==> config.mk <==
export PLATFORM = sky130hd
export DESIGN_NAME = mbox_cmd_unit
export DESIGN_NICKNAME = d
export VERILOG_FILES = /design/src/rtl/mbox_pkg.sv /design/src/rtl/mbox_sampler.sv /design/src/rtl/mbox_exec.sv /design/src/rtl/mbox_irq.sv /design/src/rtl/mbox_cmd_unit.sv
export SDC_FILE = /design/constraint.sdc
export NUM_CORES = 1
export LEC_CHECK = 0
export BUFFER_PORTS_ARGS = -buffer_cell sky130_fd_sc_hd__buf_2
export CORE_UTILIZATION = 60
export CTS_BUF_LIST = sky130_fd_sc_hd__clkbuf_16
export CTS_CLUSTER_DIAMETER = 100
export DETAILED_ROUTE_END_ITERATION = 6
export GPL_ROUTABILITY_DRIVEN = 0
export MAX_ROUTING_LAYER = met4
export PLACE_DENSITY_LB_ADDON = 0.3
export SLEW_MARGIN = 20
export SYNTH_ARGS = -nofsm -noshare
export SYNTH_HDL_FRONTEND = slang
export SYNTH_SLANG_ARGS = --single-unit
==> constraint.sdc <==
create_clock -name clk -period 3.45 [get_ports clk]
set_clock_uncertainty 0.05 [all_clocks]
set_input_delay 0.5175 -clock clk [delete_from_list [all_inputs] [get_ports clk]]
set_output_delay 0.5175 -clock clk [all_outputs]
set_load 0.1 [all_outputs]
==> src/rtl/mbox_pkg.sv <==
// Shared constants and types for the mailbox command processor.
// Assumes an 8-bit host data path and a 4-bit byte address.
package mbox_pkg;

    localparam int BYTE_W = 8;

    // Operation codes with fixed meaning
    localparam logic [7:0] OP_CLEAR     = 8'h00;
    localparam logic [7:0] OP_LOAD_OUT  = 8'h01;
    localparam logic [7:0] OP_READ_OUT  = 8'h02;
    localparam logic [7:0] OP_QUERY     = 8'h03;

    // Register window addresses
    localparam logic [3:0] AD_ARG_LO   = 4'd0;
    localparam logic [3:0] AD_ARG_HI   = 4'd1;
    localparam logic [3:0] AD_OPCODE   = 4'd2;
    localparam logic [3:0] AD_OPAD     = 4'd3;
    localparam logic [3:0] AD_RES_LO   = 4'd4;
    localparam logic [3:0] AD_RES_HI   = 4'd5;
    localparam logic [3:0] AD_ACK      = 4'd6;
    localparam logic [3:0] AD_INPUTS   = 4'd7;
    localparam logic [3:0] AD_ICTL_LO  = 4'd8;
    localparam logic [3:0] AD_ICTL_EN  = 4'd9;
    localparam logic [3:0] AD_ISTATUS  = 4'd10;
    localparam logic [3:0] AD_ICTL_HI  = 4'd11;

    // Interrupt bit positions
    localparam int IEN_BIT     = 5;
    localparam int ST_PEND_BIT = 0;
    localparam int ST_DONE_BIT = 1;
    localparam int ST_ANY_BIT  = 6;
    localparam int ST_REQ_BIT  = 7;

    typedef struct packed {
        logic [7:0]  code;
        logic [15:0] arg;
    } mbox_req_t;

endpackage

==> src/rtl/mbox_sampler.sv <==
// Input snapshot: synchronises the asynchronous input levels through
// SYNC_N flops and captures them on a tick every DIV cycles.
// Assumes DIV >= 2 and SYNC_N >= 1.
module mbox_sampler #(
    parameter int DIV    = 5000,
    parameter int W      = 8,
    parameter int SYNC_N = 2
) (
    input  logic         clk,
    input  logic         rst_n,
    input  logic [W-1:0] din,
    output logic [W-1:0] snap
);
    localparam int CW = (DIV > 1) ? $clog2(DIV) : 1;

    logic [W-1:0]  sync_q [SYNC_N];
    logic [CW-1:0] pre_q;
    logic          tick;
    logic [W-1:0]  snap_q;

    // Synchroniser chain, stage 0 samples the pins
    always_ff @(posedge clk) begin
        if (!rst_n) begin
            for (int i = 0; i < SYNC_N; i++) sync_q[i] <= '0;
        end else begin
            sync_q[0] <= din;
            for (int i = 1; i < SYNC_N; i++) sync_q[i] <= sync_q[i-1];
        end
    end

    assign tick = (pre_q == CW'(DIV - 1));

    // Refresh prescaler, wraps every DIV cycles
    always_ff @(posedge clk) begin
        if (!rst_n)    pre_q <= '0;
        else if (tick) pre_q <= '0;
        else           pre_q <= pre_q + 1'b1;
    end

    // Snapshot register loaded on the tick
    always_ff @(posedge clk) begin
        if (!rst_n)    snap_q <= '0;
        else if (tick) snap_q <= sync_q[SYNC_N-1];
    end

    assign snap = snap_q;


    snap_hold_chk: assert property (@(posedge clk) disable iff (!rst_n)
        !tick |=> $stable(snap_q));

endmodule

==> src/rtl/mbox_exec.sv <==
// Command engine: accepts a request when idle, waits LAT cycles, then
// decodes the captured code, updates the relay latch or the settings
// bank, and publishes the acknowledge code and the 16-bit result.
// Assumes LAT >= 1, SET_N >= 2, and a settings range that stays clear of codes 0x00-0x03.
module mbox_exec
    import mbox_pkg::*;
#(
    parameter int         LAT      = 4,
    parameter int         BUDGET   = 12500,
    parameter logic [7:0] SET_BASE = 8'h10,
    parameter int         SET_N    = 16
) (
    input  logic              clk,
    input  logic              rst_n,
    input  logic              start_wr,
    input  mbox_req_t         req,
    output logic              busy,
    output logic              accept,
    output logic              finish,
    output logic [7:0]        ack,
    output logic [15:0]       result,
    output logic [BYTE_W-1:0] relay
);
    localparam int CW  = $clog2(LAT + 1);
    localparam int IW  = $clog2(SET_N);
    localparam int BW  = $clog2(BUDGET + 1);

    logic              busy_q;
    logic [CW-1:0]     cnt_q;
    mbox_req_t         cmd_q;
    logic [7:0]        ack_q;
    logic [15:0]       res_q;
    logic [BYTE_W-1:0] relay_q;
    logic [SET_N*16-1:0] bank_flat;

    logic [8:0]    code_off, sel_off;
    logic          code_in_bank, sel_in_bank;
    logic [IW-1:0] code_idx, sel_idx;
    logic [7:0]    sel;
    logic [7:0]    ack_nx;
    logic [15:0]   res_nx;
    logic          do_load;

    assign accept = start_wr && !busy_q;
    assign finish = busy_q && (cnt_q == '0);
    assign sel    = cmd_q.arg[7:0];

    assign code_off     = {1'b0, cmd_q.code} - {1'b0, SET_BASE};
    assign sel_off      = {1'b0, sel} - {1'b0, SET_BASE};
    assign code_in_bank = (cmd_q.code >= SET_BASE) && (code_off < 9'(SET_N));
    assign sel_in_bank  = (sel >= SET_BASE) && (sel_off < 9'(SET_N));
    assign code_idx     = code_off[IW-1:0];
    assign sel_idx      = sel_off[IW-1:0];

    // Decode of the captured command into acknowledge, result and latch load
    always_comb begin
        ack_nx  = cmd_q.code;
        res_nx  = 16'h0000;
        do_load = 1'b0;
        case (cmd_q.code)
            OP_CLEAR:    ack_nx = 8'h00;
            OP_LOAD_OUT: begin
                do_load = 1'b1;
                res_nx  = 16'(cmd_q.arg[BYTE_W-1:0]);
            end
            OP_READ_OUT: res_nx = 16'(relay_q);
            OP_QUERY: begin
                if (sel_in_bank)            res_nx = bank_flat[sel_idx*16 +: 16];
                else if (sel == OP_LOAD_OUT) res_nx = 16'(relay_q);
            end
            default: ;
        endcase
    end

    // Sequencer: capture on accept, count down, release on finish
    always_ff @(posedge clk) begin
        if (!rst_n) begin
            busy_q <= 1'b0;
            cnt_q  <= '0;
            cmd_q  <= '0;
        end else if (accept) begin
            busy_q <= 1'b1;
            cnt_q  <= CW'(LAT - 1);
            cmd_q  <= req;
        end else if (finish) begin
            busy_q <= 1'b0;
        end else if (busy_q) begin
            cnt_q  <= cnt_q - 1'b1;
        end
    end

    // Result publication and relay latch update on completion
    always_ff @(posedge clk) begin
        if (!rst_n) begin
            ack_q   <= 8'h00;
            res_q   <= 16'h0000;
            relay_q <= '0;
        end else if (finish) begin
            ack_q <= ack_nx;
            res_q <= res_nx;
            if (do_load) relay_q <= cmd_q.arg[BYTE_W-1:0];
        end
    end

    // Settings bank, one register per code in the range
    for (genvar g = 0; g < SET_N; g++) begin : g_bank
        logic [15:0] val_q;
        // Store the argument when this entry's code completes
        always_ff @(posedge clk) begin
            if (!rst_n)
                val_q <= 16'h0000;
            else if (finish && code_in_bank && (code_idx == IW'(g)))
                val_q <= cmd_q.arg;
        end
        assign bank_flat[g*16 +: 16] = val_q;
    end

    assign busy   = busy_q;
    assign ack    = ack_q;
    assign result = res_q;
    assign relay  = relay_q;

    // In-flight watch counter for the completion budget
    logic [BW-1:0] watch_q;
    always_ff @(posedge clk) begin
        if (!rst_n || !busy_q) watch_q <= '0;
        else                   watch_q <= watch_q + 1'b1;
    end


    busy_budget_chk: assert property (@(posedge clk) disable iff (!rst_n)
        busy_q |-> (watch_q < BW'(BUDGET)));


    latch_src_chk: assert property (@(posedge clk) disable iff (!rst_n)
        (relay_q != $past(relay_q)) |-> (ack_q == OP_LOAD_OUT));


    busy_ignore_chk: assert property (@(posedge clk) disable iff (!rst_n)
        (start_wr && busy_q) |=> (cmd_q == $past(cmd_q)));

endmodule

==> src/rtl/mbox_irq.sv <==
// Interrupt control and status: a host-writable enable, a pending flag
// for the command in flight, and a completion event cleared by a read
// of the acknowledge byte. Assumes accept and finish never coincide.
module mbox_irq
    import mbox_pkg::*;
(
    input  logic              clk,
    input  logic              rst_n,
    input  logic              accept,
    input  logic              finish,
    input  logic              ack_rd,
    input  logic              en_wr,
    input  logic              en_bit,
    output logic              en,
    output logic [BYTE_W-1:0] status,
    output logic              irq
);
    logic en_q, pend_q, done_q, any;

    // Interrupt enable register
    always_ff @(posedge clk) begin
        if (!rst_n)     en_q <= 1'b0;
        else if (en_wr) en_q <= en_bit;
    end

    // Pending flag for the command in flight
    always_ff @(posedge clk) begin
        if (!rst_n)      pend_q <= 1'b0;
        else if (accept) pend_q <= 1'b1;
        else if (finish) pend_q <= 1'b0;
    end

    // Completion event, a new completion beats the clearing read
    always_ff @(posedge clk) begin
        if (!rst_n)      done_q <= 1'b0;
        else if (finish) done_q <= 1'b1;
        else if (ack_rd) done_q <= 1'b0;
    end

    assign any = pend_q | done_q;

    // Status byte assembly
    always_comb begin
        status              = '0;
        status[ST_PEND_BIT] = pend_q;
        status[ST_DONE_BIT] = done_q;
        status[ST_ANY_BIT]  = any;
        status[ST_REQ_BIT]  = any & en_q;
    end

    assign en  = en_q;
    assign irq = status[ST_REQ_BIT];


    irq_gate_chk: assert property (@(posedge clk) disable iff (!rst_n)
        irq |-> en_q);


    ack_clear_chk: assert property (@(posedge clk) disable iff (!rst_n)
        (ack_rd && !finish) |=> !done_q);

endmodule

==> src/rtl/mbox_cmd_unit.sv <==
// Top of the mailbox command processor: holds the outgoing argument and
// opcode bytes, starts a command on an opcode write, and multiplexes the
// incoming bytes, input snapshot and interrupt bytes onto the read port.
// Assumes single-cycle host strobes and a combinational read path.
module mbox_cmd_unit
    import mbox_pkg::*;
#(
    parameter int         TICK_DIV = 5000,
    parameter int         EXEC_LAT = 4,
    parameter int         BUDGET   = 12500,
    parameter logic [7:0] SET_BASE = 8'h10,
    parameter int         SET_N    = 16
) (
    input  logic        clk,
    input  logic        rst_n,
    input  logic        host_wr,
    input  logic        host_rd,
    input  logic [3:0]  host_addr,
    input  logic [7:0]  host_wdata,
    output logic [7:0]  host_rdata,
    input  logic [7:0]  iso_in,
    output logic [7:0]  relay_out,
    output logic        irq_o
);
    logic [7:0]  arg_lo_q, arg_hi_q, opcode_q;
    logic        start_wr, busy, accept, finish, en;
    logic [7:0]  ack, snap, status;
    logic [15:0] result;
    mbox_req_t   req;

    assign start_wr = host_wr && (host_addr == AD_OPCODE);
    assign req      = '{code: host_wdata, arg: {arg_hi_q, arg_lo_q}};

    // Outgoing byte registers, always reflect the last host write
    always_ff @(posedge clk) begin
        if (!rst_n) begin
            arg_lo_q <= 8'h00;
            arg_hi_q <= 8'h00;
            opcode_q <= 8'h00;
        end else if (host_wr) begin
            case (host_addr)
                AD_ARG_LO: arg_lo_q <= host_wdata;
                AD_ARG_HI: arg_hi_q <= host_wdata;
                AD_OPCODE: opcode_q <= host_wdata;
                default: ;
            endcase
        end
    end

    mbox_exec #(
        .LAT      (EXEC_LAT),
        .BUDGET   (BUDGET),
        .SET_BASE (SET_BASE),
        .SET_N    (SET_N)
    ) i_exec (
        .clk      (clk),
        .rst_n    (rst_n),
        .start_wr (start_wr),
        .req      (req),
        .busy     (busy),
        .accept   (accept),
        .finish   (finish),
        .ack      (ack),
        .result   (result),
        .relay    (relay_out)
    );

    mbox_sampler #(
        .DIV    (TICK_DIV),
        .W      (BYTE_W),
        .SYNC_N (2)
    ) i_sampler (
        .clk   (clk),
        .rst_n (rst_n),
        .din   (iso_in),
        .snap  (snap)
    );

    mbox_irq i_irq (
        .clk    (clk),
        .rst_n  (rst_n),
        .accept (accept),
        .finish (finish),
        .ack_rd (host_rd && (host_addr == AD_ACK)),
        .en_wr  (host_wr && (host_addr == AD_ICTL_EN)),
        .en_bit (host_wdata[IEN_BIT]),
        .en     (en),
        .status (status),
        .irq    (irq_o)
    );

    // Read multiplexer over the register window
    always_comb begin
        host_rdata = 8'h00;
        case (host_addr)
            AD_ARG_LO:  host_rdata = arg_lo_q;
            AD_ARG_HI:  host_rdata = arg_hi_q;
            AD_OPCODE:  host_rdata = opcode_q;
            AD_RES_LO:  host_rdata = result[7:0];
            AD_RES_HI:  host_rdata = result[15:8];
            AD_ACK:     host_rdata = ack;
            AD_INPUTS:  host_rdata = snap;
            AD_ICTL_EN: host_rdata = 8'(en) << IEN_BIT;
            AD_ISTATUS: host_rdata = status;
            default:    host_rdata = 8'h00;
        endcase
    end


    pend_track_chk: assert property (@(posedge clk) disable iff (!rst_n)
        busy |-> status[ST_PEND_BIT]);

endmodule

=== Word-level counts from Yosys, hierarchy flattened ===
Memories as Yosys holds them, arrays and structs flattened. A register that Yosys moved wholly into a read port is not among the register bits.
Index checks and enable logic that the tools add are counted.
W data, S select, Z words.

* Add/sub/neg operators: 4
* $mul: 0
* Divide/modulo/power cells: 0
* Order comparisons: 4
* Equal/unequal tests: 29
* Shift operators: 1
* Mux-type cells: 17
* Bitwise operators: 6
* Reductions and logical operators: 41

{| class="wikitable"
|+ Operator list
! kind !! count
|-
| $shiftx A256 B9 Y16 || 1
|-
| $pmux W8 S9 || 1
|-
| $pmux W16 S3 || 1
|-
| $eq A4 B4 Y1 const B || 10
|-
| $eq A4 B3 Y1 const B || 8
|-
| $mux W8 || 4
|-
| $logic_and A1 B1 Y1 || 24
|-
| $lt A9 B5 Y1 const B || 2
|-
| $sub A8 B5 Y9 const B || 2
|-
| $eq A8 B1 Y1 const B || 2
|-
| $eq A8 B2 Y1 const B || 2
|-
| $ge A8 B5 Y1 const B || 2
|-
| $mux W16 || 1
|-
| $add A13 B1 Y13 const B || 1
|-
| $eq A13 B13 Y1 const B || 1
|-
| $eq A4 B2 Y1 const B || 3
|-
| $reduce_and A2 Y1 || 6
|-
| $eq A4 B1 Y1 const B || 2
|-
| $logic_not A4 Y1 || 2
|-
| $logic_not A8 Y1 || 1
|-
| $mux W1 || 7
|-
| $mux W2 || 3
|-
| $reduce_bool A2 Y1 || 3
|-
| $reduce_or A2 Y1 || 2
|-
| other kinds (7) || 11
|}

* Bits in registers: 355
* Latch bits: 0
* RAM bits: 16
* ROM bits: 0
* Word-level logic and storage cells: 133
* Memories: 1

{| class="wikitable"
|+ Memory list
! memory !! words !! bits a word !! rd ports !! clocked after Yosys merged registers in !! write ports !! RTL line !! RTL
|-
| i_sampler.sync_q || 2 || 8 || 2 || 1 || 2 || mbox_sampler.sv:16 || <nowiki>logic [W-1:0] sync_q [SYNC_N];</nowiki>
|}

=== Depth between registers and ports, before layout ===
Gate-level depths: netlist (run 1).

* Word-level depth: 5
* Mapped depth: 9

=== Cells and area by module ===
From an unflattened synthesis (run 1), not the netlist that was laid out.

* Cells, all modules: 1,992
* Area, all modules: 18,263.8 µm²

{| class="wikitable"
|+ Modules (own cells, without submodules)
! module !! times used !! cells each !! area an instance (µm²)
|-
| mbox_exec || 1 || 1,646 || 15,063.2
|-
| mbox_cmd_unit || 1 || 205 || 1,725.4
|-
| mbox_sampler || 1 || 121 || 1,290.0
|-
| mbox_irq || 1 || 20 || 185.2
|}

=== Worst setup path after synthesis (run 1) ===
Ideal clock, no wire load.

* Kind: input -> output
* Start: input port host_addr[2]
* End: output port host_rdata[4]
* Arrival time: 4.628 ns
* Required time: 2.882 ns
* Path slack: -1.745 ns
* Stages on the path: 4
* Buffers on the path: 2
* Cell sequence: buf_2 buf_1 a31oi_1 o311ai_0

* Word-level cells in the longest chain between the ends: 2
* Elaborated cells between the ends (all ways): 10

{| class="wikitable"
|+ RTL lines
! element !! RTL line !! RTL
|-
| start, declared || mbox_cmd_unit.sv:18 || <nowiki>input logic [3:0] host_addr,</nowiki>
|-
| $eq A4 B4 Y1 (tied with other cells) || mbox_cmd_unit.sv:95 || <nowiki>case (host_addr)</nowiki>
|-
| $pmux W8 S9 (*) || mbox_cmd_unit.sv:95 ||
|-
| end, declared || mbox_cmd_unit.sv:20 || <nowiki>output logic [7:0] host_rdata,</nowiki>
|}

Mark *: on every way between the ends. The rest lies on a longest branch, timed or not.

=== Worst setup path after layout (run 1) ===
* Start: input port host_addr[2]
* End: output port host_rdata[1]

Same word-level chain as after synthesis.

==> qor.txt, run 1 <==
CTS tree = built
Startpoint Class = primary input
critical path fanouts, max = 22
Mapped Cells = 1915
Remaining Overflow, GRT = 0
met3 wire length = 5070 µm
synth top area cells = dfxtp_1, mux4_2, nand3_1
first-pass GRT wire length = 76200 µm
Post-CTS Resized = 0
Worst Path Required = 2880 ps
FP Rows = 61
ys async rst share = 0%
Net Count, Synth = 1945
Highest Signal Layer = met4
EDFF count, synth = 0
final wirelength = 47700 µm
drt wl/cell = 21.5 µm
leakage = 6.10 nW
cell mode on critical path = buf_2
final setup vio count = 0
Setup Buffers After CTS = 0
Synth top cells by count = dfxtp_1, nand3_1, a21oi_1
worst flop-to-flop path startpoint = i_exec.cmd_q[2]$_SDFFE_PN0P_
Yosys top cell area share = 44.3%
hold path startpoint = iso_in[2]
P&R area growth vs syn = 8.41%
DR DRC count = 1
critical path cell sequence = buf_2 > nor2b_1 > and3_1 > a22oi_1 > o221ai_1 > buf_2
core area = 27900 µm²
M1 WL = 18800 µm
clock-pin slew on the worst setup and hold paths = 60 ps
Finished Layout Cells = 2216
syn avg cell area = 8.94 µm²
clock sinks = 379
RSZ-0062 raised after global routing = no
relative slew slack = 31.0%
final instance area = 18600 µm²
hold_ws = 148 ps
Critical path origin = host_addr[2]
clk root buf = clkbuf_16
vias in the first global route = 14.4k
status = finished with violations
HPWL after DPL = 26600 µm
initial antenna violation count = 1
# nets final = 1838
crit share post-route = 81.9%
Yosys warning count = 0
Yosys reg bits = 379
PwrDens = 469 nW/µm²
layout cell share with drive strength beyond 1 = 12.7%
Hold Path Class = primary input to register
crit end category = output port
Die Span X = 171 µm
Starting Density = 61.3%
antenna-violating nets left = 0
die footprint = 29200 µm²
vias per cell = 6.73
total I/O pin count = 41
number of DRC markers in iteration 0 = 1998
sequential-to-total area share from yosys stat = 44.3%
CTS Buffer Depth = 3
cell taking the most area after synthesis = dfxtp_1
H-tree depth = 2
synth unique cells = 55
vias = 14.9k
Routed met2 length = 22500 µm
Post-Syn Area = 17100 µm²
Top FF cell, synth = dfxtp_1
Fillers = 2188
number of buffers created by CTS = 39
CTS Hold Bufs = 0
post-place instance area = 17300 µm²
Total GRT Usage = 33.8%
port buffer count = 40
Max VDD drop = 0.305 mV
Fmax = 354 MHz
Vert. Die Dim = 171 µm
DR pass1 iterations = 7
min Tclk post-route = 2830 ps
cell count after placement = 2145
count leader, synth = dfxtp_1
crit path DAT = 2260 ps
kind of critical path = primary input to output port
Critical Path Slowest Stage Cell = buf_2
# Max-Cap Violations = 0
Worst Tran Pin Value = 1030 ps
post-route setup TNS = 0 ps
Critical Path Max Stage Delay = 470 ps
worst skew pair latency = 520 ps
total power = 8.71 mW
largest net degree at the start of global routing = 113
failing checks = design-rule violations
Slew Viols, Final = 0
Final Hold Viols = 0
[cell usage in the layout, fill, tap and decap left out, types with 9 or more instances in the layout]
cell | Yosys | layout
a21oi_1 | 274 | 274
a221oi_1 | 11 | 11
a22o_1 | 20 | 20
a22oi_1 | 11 | 11
and2_1 | 20 | 19
buf_2 | 37 | 40
buf_4 | 2 | 33
clkbuf_16 | 0 | 39
clkinv_1 | 0 | 12
dfxtp_1 | 379 | 376
inv_1 | 10 | 15
mux2i_1 | 102 | 102
mux4_2 | 66 | 66
nand2_1 | 57 | 56
nand3_1 | 280 | 280
nor2_1 | 78 | 77
nor2b_1 | 11 | 9
nor3_1 | 10 | 10
o21ai_0 | 259 | 259
xnor2_1 | 9 | 9
[final cells by class]
cell class	count	area (µm²)	share of cell area (%)
diodes	1	2.50	0.0135
clock buffers	39	976	5.26
flip-flops and latches	379	7600	41.0
well taps	378	473	2.55
repair buffers	81	608	3.28
inverters	10	45.0	0.243
multi-input cells	1297	8610	46.4
clock inverters	31	238	1.28
[sequential cells by signal (all words and copies together) (netlist names)]
name,cells
arg_hi_q,8
arg_lo_q,8
i_exec.ack,8
i_exec.cmd_q,24
i_exec.cnt_q,3
i_exec.g_bank.val_q,256
i_exec.relay,8
i_exec.result,16
i_irq.done_q,1
i_irq.en,1
i_irq.pend_q,1
i_sampler.pre_q,13
i_sampler.snap,8
i_sampler.sync_q,16
opcode_q,8
[logic make-up (layout without fill, tap and decap cells)]
family,after synthesis,after routing,share of synthesized area (%)
other,0,1,0
AND/OR/NAND/NOR,504,504,15.0
flip-flops,379,379,44.3
XOR/XNOR,15,15,0.768
adder cells (fa/ha/maj),6,6,0.439
AO/OA/AOI/OAI,597,597,18.8
buffers and inverters,239,161,5.64
multiplexers,175,175,15.1
[path summary, 6_finish.rpt]
path / to / slack (ps) / cells past startpoint
min: i_sampler.sync_q[0][2]$_SDFF_PN0_ / 150 / 2
max reg2reg: i_exec.result[3]$_SDFFE_PN0P_ / 780 / 5
min reg2reg: i_sampler.sync_q[1][2]$_SDFF_PN0_ / 380 / 1
max: host_rdata[1] / 620 / 6
[critical path: cells and delay by family]
family | cells | cell delay, ps
AOI/OAI and AO/OA | 2 | 270
buffers and inverters | 2 | 840
and+or+nand+nor | 2 | 630
[per-stage QoR]
step,setup slack (ps),util (%)
finish,625,66.4
global route,516,66.4
CTS,669,66.4
detailed placement,708,62.0
global placement,699,62.0
floorplan,81.5,-
[metal layers]
metal  GRT usage [%]  up-vias
li1                -     6723
met1            42.7     7222
met2            54.0      860
met3            6.11      119
met4            12.5        0
met5               -        -
[report_power, final]
group	internal [mW]	switching (mW)
Sequential	4.39	0.0126
Clock	2.35	1.73
Combinational	0.0528	0.165
Note: power is estimated with default switching activity, not from simulation.
==> inputs of run 2 (changes only) <==
==> constraint.sdc (replaced) <==
create_clock -name clk -period 2.77 [get_ports clk]
set_clock_uncertainty 0.05 [all_clocks]
set_input_delay 0.4155 -clock clk [delete_from_list [all_inputs] [get_ports clk]]
set_output_delay 0.4155 -clock clk [all_outputs]
set_load 0.1 [all_outputs]
==> run 2 against run 1 <==
Wire length increased by 0.89%. The flow now finishes without violations. Cell count increased by 0.72%. Global-route usage increased by 0.18 points. Clock power increased by 24%. Worst setup slack got worse by 540 ps. Register-to-register slack got worse by 590 ps. Highest routed layer unchanged. First-iteration DRC count decreased by 1.8%. Die area unchanged. Critical path depth decreased by 1. Critical path type is now register to output port. Combinational power increased by 30%. Sequential share of layout area decreased by 0.77 points. Design area increased by 1.9%.
==> qor.txt, run 2 (synthesis gave the netlist of run 1 again) <==
status = finished, final reports clean
final setup vio count = 0
internal power = 8.48 mW
crit end category = output port
P&R area growth vs syn = 10.5%
min Tclk post-route = 2690 ps
hold path startpoint = iso_in[0]
layout cell share with drive strength beyond 1 = 13.4%
initial antenna violation count = 0
Clk pwr share = 46.8%
core area = 27900 µm²
PwrDens = 574 nW/µm²
Worst Tran Pin Value = 869 ps
antenna cells = 0
Max VDD drop = 0.358 mV
Largest register FFs = 256
sw frac = 21.8%
most frequent cells in the layout = dfxtp_1, nand3_1, a21oi_1
Util after Layout = 67.7%
first-pass GRT wire length = 76600 µm
Worst R2R Setup Slack = 190 ps
critical path fanouts, max = 10
switching pwr = 2.36 mW
Starting Density = 61.3%
Final Hold Viols = 0
antenna-violating nets left = 0
power share of the sequential group = 50.6%
Critical Path Max Stage Delay = 550 ps
vias = 15.1k
critical path cell sequence = nor2_1 > nor3b_1 > a221oi_1 > nand2_1 > buf_2
Startpoint Class = register
Post-CTS Resized = 0
# Max-Cap Violations = 0
combinational power share = 2.6%
Remaining Overflow, GRT = 0
crit path DAT = 2220 ps
vias per cell = 6.75
final wirelength = 48200 µm
crit share post-route = 97.0%
Worst Hold Path EP = i_sampler.sync_q[0][0]$_SDFF_PN0_
Vert. Die Dim = 171 µm
Setup Buffers After CTS = 0
Critical Path Slowest Stage Cell = dfxtp_1
drt wl/cell = 21.6 µm
port buffer count = 40
kind of critical path = register to output port
HPWL after DPL = 27500 µm
leakage = 6.24 nW
Total GRT Usage = 33.9%
RSZ-0062 raised after global routing = no
# nets final = 1856
worst flop-to-flop path startpoint = i_exec.cmd_q[20]$_SDFFE_PN0P_
most common cell after layout, fill and taps aside = dfxtp_1
Die Span X = 171 µm
vias in the first global route = 14.4k
CTS Hold Bufs = 0
CTS Buffer Depth = 3
reg2reg end = i_exec.g_bank[2].val_q[3]$_SDFFE_PN0P_
FP Rows = 61
Slew Viols, Final = 0
H-tree depth = 2
number of DRC markers in iteration 0 = 1963
clock sinks = 379
Hold Path Class = primary input to register
Worst Path Required = 2300 ps
relative slew slack = 41.6%
clk root buf = clkbuf_16
DR DRC count = 0
R2R depth = 7
DR pass1 iterations = 6
Finished Layout Cells = 2232
worst skew pair latency = 530 ps
die footprint = 29200 µm²
largest net degree at the start of global routing = 91
clock-pin slew on the worst setup and hold paths = 60 ps
Fmax = 372 MHz
Most flops, register = i_exec.g_bank.val_q
Top Registers = i_exec.g_bank.val_q (256), i_exec.cmd_q (24)
number of buffers created by CTS = 39
hold_ws = 52.8 ps
total power = 10.8 mW
cell count after placement = 2163
CTS tree = built
Worst Hold Depth = 2
total I/O pin count = 41
run 2: worst max-delay path, delay by kind of cell, from the launching register on:
family	cells	cell delay [ps]
AO/OA/AOI/OAI	1	170
buffers and inverters	1	420
flip-flops	1	550
AND/OR/NAND/NOR	3	560
run 2: how the worst max path moves through the flow:
stage	start	endpoint	slack, ps	cells after the start
global placement	host_addr[2]	host_rdata[7]	310	5
CTS	i_irq.pend_q$_SDFFE_PN0P_	host_rdata[7]	70	5
detailed placement	i_exec.cmd_q[20]$_SDFFE_PN0P_	i_exec.g_bank[2].val_q[3]$_SDFFE_PN0P_	240	7
global route	i_irq.pend_q$_SDFFE_PN0P_	host_rdata[7]	10	5
finish	i_irq.pend_q$_SDFFE_PN0P_	host_rdata[7]	80	5
floorplan	host_addr[2]	host_rdata[4]	-120	4
run 2: cell type report:
| class | instances | area [µm²] |
|---|---|---|
| fill | 2153 | 9030 |
| multi-input combinational | 1297 | 8610 |
| sequential | 379 | 7600 |
| clock buffer | 41 | 1030 |
| timing repair buffer | 99 | 958 |
| tap | 378 | 473 |
| clock inverter | 28 | 194 |
| inverter | 10 | 45.0 |
run 2: stage by stage:
| step | cell area [µm²] | setup TNS, ps | worst slack [ps] |
|---|---|---|---|
| after global placement | 17700 | 0 | 315 |
| after CTS | 18900 | 0 | 70.4 |
| after floorplan | 17100 | -122 | -122 |
| after global routing | 18900 | 0 | 13.0 |
| final | 18900 | 0 | 84.4 |
| after detailed placement | 17700 | 0 | 244 |
run 2: power groups by stage:
stage | Sequential (mW) | Combinational [mW] | Clock, mW
final | 5.49 | 0.283 | 5.08
after global routing | 5.48 | 0.298 | 5.32
after detailed placement | 5.61 | 0.274 | 0
after CTS | 5.49 | 0.276 | 5.11
after floorplan | 5.60 | 0.183 | 0
after global placement | 5.61 | 0.271 | 0
run 2: per-layer routing:
metal / share of wire, % / track usage (%)
met1: 40 / 43.8
met2: 47 / 53.9
met3: 9.7 / 5.11
met4: 2.9 / 12.8
met5: 0 / -
